**config.mk**
```make
export PLATFORM = sky130hd
export DESIGN_NAME = tt_refill_engine
export DESIGN_NICKNAME = d
export VERILOG_FILES = /design/src/rtl/tt_refill_pkg.sv /design/src/rtl/tt_pair_probe.sv /design/src/rtl/tt_busy_meter.sv /design/src/rtl/tt_refill_engine.sv
export SDC_FILE = /design/constraint.sdc
export NUM_CORES = 1
export LEC_CHECK = 0
export ABC_AREA = 1
export BUFFER_PORTS_ARGS = -buffer_cell sky130_fd_sc_hd__buf_4
export CAP_MARGIN = 20
export CORE_MARGIN = 8
export CORE_UTILIZATION = 45
export DETAILED_ROUTE_END_ITERATION = 16
export PLACE_DENSITY_LB_ADDON = 0.1
export RECOVER_POWER = 25
export SKIP_CTS_REPAIR_TIMING = 1
export SLEW_MARGIN = 15
export SYNTH_ARGS = -nofsm -noshare
export SYNTH_HDL_FRONTEND = slang
export SYNTH_HIERARCHICAL = 1
export SYNTH_SLANG_ARGS = --single-unit
```
**constraint.sdc**
```tcl
create_clock -name clk -period 2 [get_ports clk]
set_input_delay 0.5 -clock clk [delete_from_list [all_inputs] [get_ports clk]]
set_output_delay 0.5 -clock clk [all_outputs]
set_load 0.005 [all_outputs]
```
**src/rtl/tt_refill_pkg.sv**
```systemverilog
package tt_refill_pkg;

    localparam int VPN_W = 8;
    localparam int PPN_W = 8;

    typedef struct packed {
        logic             tail;
        logic [VPN_W-1:0] vpn;
        logic [PPN_W-1:0] ppn;
    } tte_t;

    localparam int TTE_W = $bits(tte_t);

    typedef enum logic [2:0] {
        ST_IDLE,
        ST_SAVE,
        ST_SCAN,
        ST_SHIFT,
        ST_LOAD,
        ST_DONE,
        ST_FLT
    } rf_state_e;

    function automatic logic tte_hits(input tte_t e, input logic [VPN_W-1:0] want);
        return !e.tail && (e.vpn == want);
    endfunction

endpackage

```
**src/rtl/tt_pair_probe.sv**
```systemverilog
module tt_pair_probe
    import tt_refill_pkg::*;
#(
    parameter int TBL_LEN = 40,
    parameter int IDX_W   = 6
) (
    input  tte_t             lo_e,
    input  tte_t             hi_e,
    input  logic [VPN_W-1:0] want,
    input  logic [IDX_W-1:0] base,
    output logic             hit,
    output logic [IDX_W-1:0] hit_idx,
    output tte_t             hit_e,
    output logic             stop
);
    logic hi_ok, lo_m, hi_m;

    always_comb begin
        hi_ok   = (int'(base) + 1 < TBL_LEN) && !lo_e.tail;
        lo_m    = tte_hits(lo_e, want);
        hi_m    = hi_ok && tte_hits(hi_e, want);
        hit     = lo_m || hi_m;
        hit_idx = lo_m ? base : base + IDX_W'(1);
        hit_e   = lo_m ? lo_e : hi_e;
        stop    = lo_e.tail || (hi_ok && hi_e.tail) || (int'(base) + 2 >= TBL_LEN);
    end
endmodule

```
**src/rtl/tt_busy_meter.sv**
```systemverilog
module tt_busy_meter #(
    parameter int CNT_W = 12
) (
    input  logic             clk,
    input  logic             rst,
    input  logic             start,
    input  logic             busy,
    input  logic             finish,
    output logic [CNT_W-1:0] last
);
    logic [CNT_W-1:0] cyc;

    always_ff @(posedge clk) begin
        if (rst) begin
            cyc  <= '0;
            last <= '0;
        end else begin
            if (start)     cyc <= '0;
            else if (busy) cyc <= cyc + CNT_W'(1);
            if (finish)    last <= cyc + CNT_W'(1);
        end
    end


    meter_clear_chk: assert property (@(posedge clk) disable iff (rst)
        start |=> (cyc == '0));
endmodule

```
**src/rtl/tt_refill_engine.sv**
```systemverilog
module tt_refill_engine
    import tt_refill_pkg::*;
#(
    parameter int BUF_N     = 16,
    parameter int TBL_LEN   = 40,
    parameter int ADDR_W    = 8,
    parameter int BASE_ADDR = 16,
    parameter int CNT_W     = 12
) (
    input  logic                      clk,
    input  logic                      rst,
    input  logic                      miss_req,
    input  logic [7:0]                miss_vpn,
    output logic                      busy,
    output logic                      done,
    output logic                      fault,
    output logic [CNT_W-1:0]          last_cycles,
    output logic                      mem_rd_en,
    output logic [ADDR_W-1:0]         mem_rd_addr0,
    output logic [ADDR_W-1:0]         mem_rd_addr1,
    input  logic [16:0]               mem_rd_data0,
    input  logic [16:0]               mem_rd_data1,
    output logic                      mem_wr_en,
    output logic [ADDR_W-1:0]         mem_wr_addr,
    output logic [16:0]               mem_wr_data,
    output logic [$clog2(BUF_N)-1:0]  buf_rd_idx,
    input  logic [16:0]               buf_rd_data,
    output logic                      buf_wr_en,
    output logic [$clog2(BUF_N)-1:0]  buf_wr_idx,
    output logic [16:0]               buf_wr_data
);
    localparam int BUF_IW = $clog2(BUF_N);
    localparam int IDX_W  = $clog2(TBL_LEN + 2);
    localparam logic [ADDR_W-1:0] BASE_A = ADDR_W'(BASE_ADDR);
    localparam logic [ADDR_W-1:0] A_ONE  = ADDR_W'(1);
    localparam logic [IDX_W-1:0]  I_ONE  = IDX_W'(1);
    localparam logic [IDX_W-1:0]  I_TWO  = IDX_W'(2);

    rf_state_e          state;
    logic [VPN_W-1:0]   want;
    logic [BUF_IW-1:0]  save_i;
    logic [IDX_W-1:0]   scan_ptr, scan_base;
    logic               scan_pend;
    tte_t               hit_ent;
    logic [IDX_W-1:0]   mv_ptr, mv_wj;
    logic               mv_pend;
    logic [BUF_IW:0]    ld_ptr;
    logic [BUF_IW-1:0]  ld_wi;
    logic               ld_pend;

    tte_t               rd0_e, rd1_e, p_ent;
    logic               p_hit, p_stop;
    logic [IDX_W-1:0]   p_idx;

    assign rd0_e = tte_t'(mem_rd_data0);
    assign rd1_e = tte_t'(mem_rd_data1);

    tt_pair_probe #(.TBL_LEN(TBL_LEN), .IDX_W(IDX_W)) probe_i (
        .lo_e(rd0_e), .hi_e(rd1_e), .want(want), .base(scan_base),
        .hit(p_hit), .hit_idx(p_idx), .hit_e(p_ent), .stop(p_stop)
    );

    assign busy  = (state != ST_IDLE);
    assign done  = (state == ST_DONE);
    assign fault = (state == ST_FLT);

    tt_busy_meter #(.CNT_W(CNT_W)) meter_i (
        .clk(clk), .rst(rst),
        .start(!busy && miss_req), .busy(busy), .finish(done || fault),
        .last(last_cycles)
    );

    // memory and buffer port drive
    always_comb begin
        mem_rd_en    = 1'b0;
        mem_rd_addr0 = '0;
        mem_rd_addr1 = '0;
        mem_wr_en    = 1'b0;
        mem_wr_addr  = '0;
        mem_wr_data  = '0;
        buf_rd_idx   = save_i;
        buf_wr_en    = 1'b0;
        buf_wr_idx   = ld_wi;
        buf_wr_data  = mem_rd_data0;
        unique case (state)
            ST_SAVE: begin
                mem_wr_en   = 1'b1;
                mem_wr_addr = BASE_A + ADDR_W'(save_i);
                mem_wr_data = buf_rd_data;
            end
            ST_SCAN: begin
                if (int'(scan_ptr) < TBL_LEN) begin
                    mem_rd_en    = 1'b1;
                    mem_rd_addr0 = BASE_A + ADDR_W'(scan_ptr);
                    mem_rd_addr1 = BASE_A + ADDR_W'(scan_ptr) + A_ONE;
                end
            end
            ST_SHIFT: begin
                if (mv_pend) begin
                    mem_wr_en   = 1'b1;
                    mem_wr_addr = BASE_A + ADDR_W'(mv_wj) + A_ONE;
                    mem_wr_data = mem_rd_data0;
                end else if (mv_ptr == '0) begin
                    mem_wr_en   = 1'b1;
                    mem_wr_addr = BASE_A;
                    mem_wr_data = hit_ent;
                end
                if (mv_ptr != '0) begin
                    mem_rd_en    = 1'b1;
                    mem_rd_addr0 = BASE_A + ADDR_W'(mv_ptr - I_ONE);
                    mem_rd_addr1 = mem_rd_addr0;
                end
            end
            ST_LOAD: begin
                buf_wr_en = ld_pend;
                if (int'(ld_ptr) < BUF_N) begin
                    mem_rd_en    = 1'b1;
                    mem_rd_addr0 = BASE_A + ADDR_W'(ld_ptr);
                    mem_rd_addr1 = mem_rd_addr0;
                end
            end
            default: ;
        endcase
    end

    // sequencer
    always_ff @(posedge clk) begin
        if (rst) begin
            state     <= ST_IDLE;
            want      <= '0;
            save_i    <= '0;
            scan_ptr  <= '0;
            scan_base <= '0;
            scan_pend <= 1'b0;
            hit_ent   <= '0;
            mv_ptr    <= '0;
            mv_wj     <= '0;
            mv_pend   <= 1'b0;
            ld_ptr    <= '0;
            ld_wi     <= '0;
            ld_pend   <= 1'b0;
        end else begin
            unique case (state)
                ST_IDLE: begin
                    if (miss_req) begin
                        want   <= miss_vpn;
                        save_i <= '0;
                        state  <= ST_SAVE;
                    end
                end
                ST_SAVE: begin
                    save_i <= save_i + BUF_IW'(1);
                    if (save_i == BUF_IW'(BUF_N - 1)) begin
                        scan_ptr  <= '0;
                        scan_pend <= 1'b0;
                        state     <= ST_SCAN;
                    end
                end
                ST_SCAN: begin
                    if (int'(scan_ptr) < TBL_LEN) begin
                        scan_pend <= 1'b1;
                        scan_base <= scan_ptr;
                        scan_ptr  <= scan_ptr + I_TWO;
                    end else begin
                        scan_pend <= 1'b0;
                    end
                    if (scan_pend) begin
                        if (p_hit) begin
                            hit_ent <= p_ent;
                            mv_ptr  <= p_idx;
                            mv_pend <= 1'b0;
                            state   <= ST_SHIFT;
                        end else if (p_stop) begin
                            state <= ST_FLT;
                        end
                    end
                end
                ST_SHIFT: begin
                    if (mv_ptr != '0) begin
                        mv_ptr  <= mv_ptr - I_ONE;
                        mv_wj   <= mv_ptr - I_ONE;
                        mv_pend <= 1'b1;
                    end else begin
                        mv_pend <= 1'b0;
                        if (!mv_pend) begin
                            ld_ptr  <= '0;
                            ld_pend <= 1'b0;
                            state   <= ST_LOAD;
                        end
                    end
                end
                ST_LOAD: begin
                    if (int'(ld_ptr) < BUF_N) begin
                        ld_ptr  <= ld_ptr + (BUF_IW+1)'(1);
                        ld_wi   <= ld_ptr[BUF_IW-1:0];
                        ld_pend <= 1'b1;
                    end else begin
                        ld_pend <= 1'b0;
                        if (ld_pend) state <= ST_DONE;
                    end
                end
                ST_DONE: state <= ST_IDLE;
                ST_FLT:  state <= ST_IDLE;
                default: state <= ST_IDLE;
            endcase
        end
    end


    accept_chk: assert property (@(posedge clk) disable iff (rst)
        (!busy && miss_req) |=> busy);


    busy_hold_chk: assert property (@(posedge clk) disable iff (rst)
        (busy && !done && !fault) |=> busy);


    ignore_req_chk: assert property (@(posedge clk) disable iff (rst)
        busy |=> $stable(want));


    wr_range_chk: assert property (@(posedge clk) disable iff (rst)
        mem_wr_en |-> (int'(mem_wr_addr) >= BASE_ADDR && int'(mem_wr_addr) < BASE_ADDR + TBL_LEN));


    reload_before_done_chk: assert property (@(posedge clk) disable iff (rst)
        done |-> $past(buf_wr_en));


    fault_pulse_chk: assert property (@(posedge clk) disable iff (rst)
        fault |=> (!fault && !busy));


    no_reload_on_fault_chk: assert property (@(posedge clk) disable iff (rst)
        fault |-> !$past(buf_wr_en));


    excl_end_chk: assert property (@(posedge clk) disable iff (rst)
        !(done && fault));
endmodule

```
==> flow_summary_export.csv <==
group,metric,value,unit
hold_path,worstHoldPathType,"input pin to flip-flop",
sta,finalMaxSlewViolations,0,
yosys,synth_top_family_by_area,"simple AND/OR/NAND/NOR gates",
global_routing,grtUsageTotal,20.3,%
drt,vias,6172,
worst_setup_path,cp.depth,7,
sta,clock.fmax,0.425,GHz
global_routing,grt_pass1_vias,5354,
drt,wirelength,18400,um
die,initial_core_util,45.7,%
finish,final_common_cell,"nand2_1",
finish,fin_util,63.9,%
finish,layoutNonFillerInstCount,1234,
worst_setup_path,rr_startpoint,"scan_base[3]$_SDFFE_PP0P_",
worst_setup_path,slowest_stage,"dfxtp_2",
die,fp.dieH,128,um
yosys,synth_area_leaders,"dfxtp_1, nand2_1, nor2_1, nand3_1, inv_1",
die,die_area,16500,um^2
yosys,yosys_warnings,6,
pwr,cellLeakagePower,3.82,nW
yosys,synth_xor_area_share,3.08,%
global_routing,overflow,0,
place,portBuffers,144,
worst_setup_path,ff2ff_setup_slack,0.11,ns
yosys,synth-compound-area-share,13.8,%
die,fp.coreArea,12500,um^2
sta,tns,-8.12,ns
pwr,pwr-share-clk,28.2,%
pwr,p_int,4.57,mW
worst_setup_path,required,1.50,ns
sta,timing.final.crit_share,118,%
finish,area_growth,40.0,%
drt,wl_per_cell,14.9,um
drt,vias_per_cell,5.00,
pwr,vdd.ir_drop.worst,0.000702,V
clock_network,cts_buffers,9,
pwr,netSwitchingPower,2.54,mW
global_routing,antenna_found_initial,0,
finish,fin_nets,1132,
yosys,synth_top_area_share,31.7,%
pwr,p_comb_share,39.1,%
yosys,muxShareOfSynthArea,0,%
drt,dr.pass1.iters,6,
yosys,yosys.area.top_type,"dfxtp_1",
place,post-place-ws,-0.0680,ns
worst_setup_path,cp-end-kind,"primary output",
sta,hold_viol,0,
clock_network,cts_tree,"yes",
worst_setup_path,slowest_delay,0.35,ns
sta,min_period,2.35,ns
worst_setup_path,setup.worst_path.start,"mv_ptr[2]$_SDFFE_PP0P_",
yosys,synth_cells,876,
yosys,syn_area,5690,um^2
yosys,yosysUniqueCellTypes,41,
yosys,syn_avg_cell_area,6.50,um^2
clock_network,h-tree-depth,3,
drt,drt_iter0_markers,463,
clock_network,clkSlewWorstSetupHoldPaths,0.07,ns
worst_setup_path,cp-endpoint,"mem_rd_addr1[5]",
worst_setup_path,reg2reg_to,"state[2]$_SDFFE_PP0P_",
clock_network,clock_latency,0.35,ns
clock_network,cts_max_path_buffers,2,
finish,drive_above_1_share,30.2,%
place,post-place-cells,1193,
yosys,synth_seq_cells,90,
die,ios,146,
sta,setup_violations,43,
sta,rsz0062_at_grt,"true",
yosys,synthAdderAreaFrac,2.86,%
pwr,power_density,892,nW/um^2
place,gp_congestion,0.833,
sta,fin_worst_skew,0.00950,ns
status,status,"finished with violations",
finish,layout_common_cells,"nand2_1, buf_4, nor2_1, dfxtp_1, nand3_1",
pwr,seqPwrFrac,32.6,%
global_routing,grt_max_degree,40,
worst_setup_path,critPathArrivalTime,1.85,ns
pwr,total_power,7.10,mW
place,dp_hpwl,12900,um
worst_setup_path,crit_type,"flip-flop to primary output",
worst_setup_path,crit_path_max_fanout,4,
pwr,p_sw_share,35.7,%
sta,finalWorstSetupSlack,-0.353,ns
run,drv_cap,0,
global_routing,grt_pass1_wl,27100,um
clock_network,cts_sinks,90,
worst_setup_path,critPathLaunchType,"flip-flop",
drt,ant_nets,0,
status,violations,"setup timing",
finish,antenna_cells,0,
worst_setup_path,cp_num_buf_inv,1,
die,dieWidth,128,um
finish,nFillCells,1199,
clock_network,root_buffer,"clkbuf_16",
worst_setup_path,path_delay_family,"simple AND/OR/NAND/NOR gates",
drt,drc,0,
worst_setup_path,crit_chain,"nor2_4 -> nand4_1 -> xnor2_2 -> ha_2 -> nand2_1 -> o21ai_0 -> buf_4",
yosys,ys_seq_area_share,31.7,%
worst_setup_path,r2r_cells,12,
yosys,yosys.area_share.simple,36.7,%
die,rows,41,
## worst min-delay path, stage by stage
cell and delay (ns):
buf_4 0.08, nor2_1 0.03, nor2_1 0.08
## sequential cells by signal, summed over array words and instances (netlist names), 5 cells and up
signal        flops
mv_ptr            6
mv_wj             6
ld_ptr            5
scan_ptr          5
want              8
meter_i/cyc      12
meter_i/last     12
hit_ent          17
scan_base         5
## layer usage
| layer | global-route usage, % | share of wire (%) | vias to the layer above |
|---|---|---|---|
| li1 | - | - | 3166 |
| met1 | 27.5 | 46 | 2792 |
| met2 | 31.3 | 46 | 198 |
| met3 | 4.34 | 7.3 | 16 |
| met4 | 6.71 | 1.3 | 0 |
| met5 | 0 | 0 | - |
## cells by family after synthesis
family | Yosys count
buf+inv | 138
flops | 90
other cells | 1
compound gates | 141
simple gates | 473
fa+ha+maj | 13
xor+xnor | 20
## power groups by stage
stage               clock network [mW]  registers, mW  logic [mW]
finish                            2.01           2.32        2.78
CTS                               2.04           2.29        2.56
detailed placement                   0           2.32        2.55
global route                      2.11           2.36        3.09
global placement                     0           2.32        2.53
floorplan                            0           2.28        1.61
## cell usage after synthesis, drive strengths merged
library cell	count
a211oi	2
a21boi	1
a21o	1
a21oi	57
a22oi	17
a31o	1
a31oi	1
a32o	1
and3	2
buf	41
clkbuf	9
clkinv	2
conb	1
dfxtp	90
ha	13
inv	86
nand2	228
nand3	89
nand3b	1
nand4	7
nor2	135
nor3	4
o211ai	1
o21ai	59
or2	7
xnor2	7
xor2	13
## area by class of cell
class / count / area, um^2 / share of cell area, %
Clock buffer: 12 / 256 / 3.22
Timing Repair Buffer: 213 / 1700 / 21.4
Inverter: 88 / 364 / 4.57
Multi-Input combinational cell: 653 / 3490 / 43.8
Timing Repair inverter: 2 / 17.5 / 0.220
Sequential cell: 90 / 1820 / 22.9
Clock inverter: 4 / 97.6 / 1.23
Tap cell: 172 / 215 / 2.70
## worst min path at each step
stage	slack [ns]	to	depth (start not counted)	start
floorplan	0.44	scan_base[3]$_SDFFE_PP0P_	2	scan_base[3]$_SDFFE_PP0P_
global placement	0.45	buf_wr_idx[1]$_SDFFE_PP0P_	2	buf_wr_idx[1]$_SDFFE_PP0P_
detailed placement	0.46	buf_wr_idx[1]$_SDFFE_PP0P_	2	buf_wr_idx[1]$_SDFFE_PP0P_
CTS	0.36	want[6]$_SDFFE_PP0P_	3	miss_vpn[6]
global route	0.37	want[0]$_SDFFE_PP0P_	3	miss_vpn[0]
finish	0.37	want[6]$_SDFFE_PP0P_	3	miss_vpn[6]
## per-stage QoR
stage	hold slack, ns	cell area (um^2)
floorplan	0.445	5710
global placement	0.454	7070
detailed placement	0.459	7070
CTS	0.361	7420
global route	0.370	7970
finish	0.371	7970
Power figures use the tool's default switching activity.
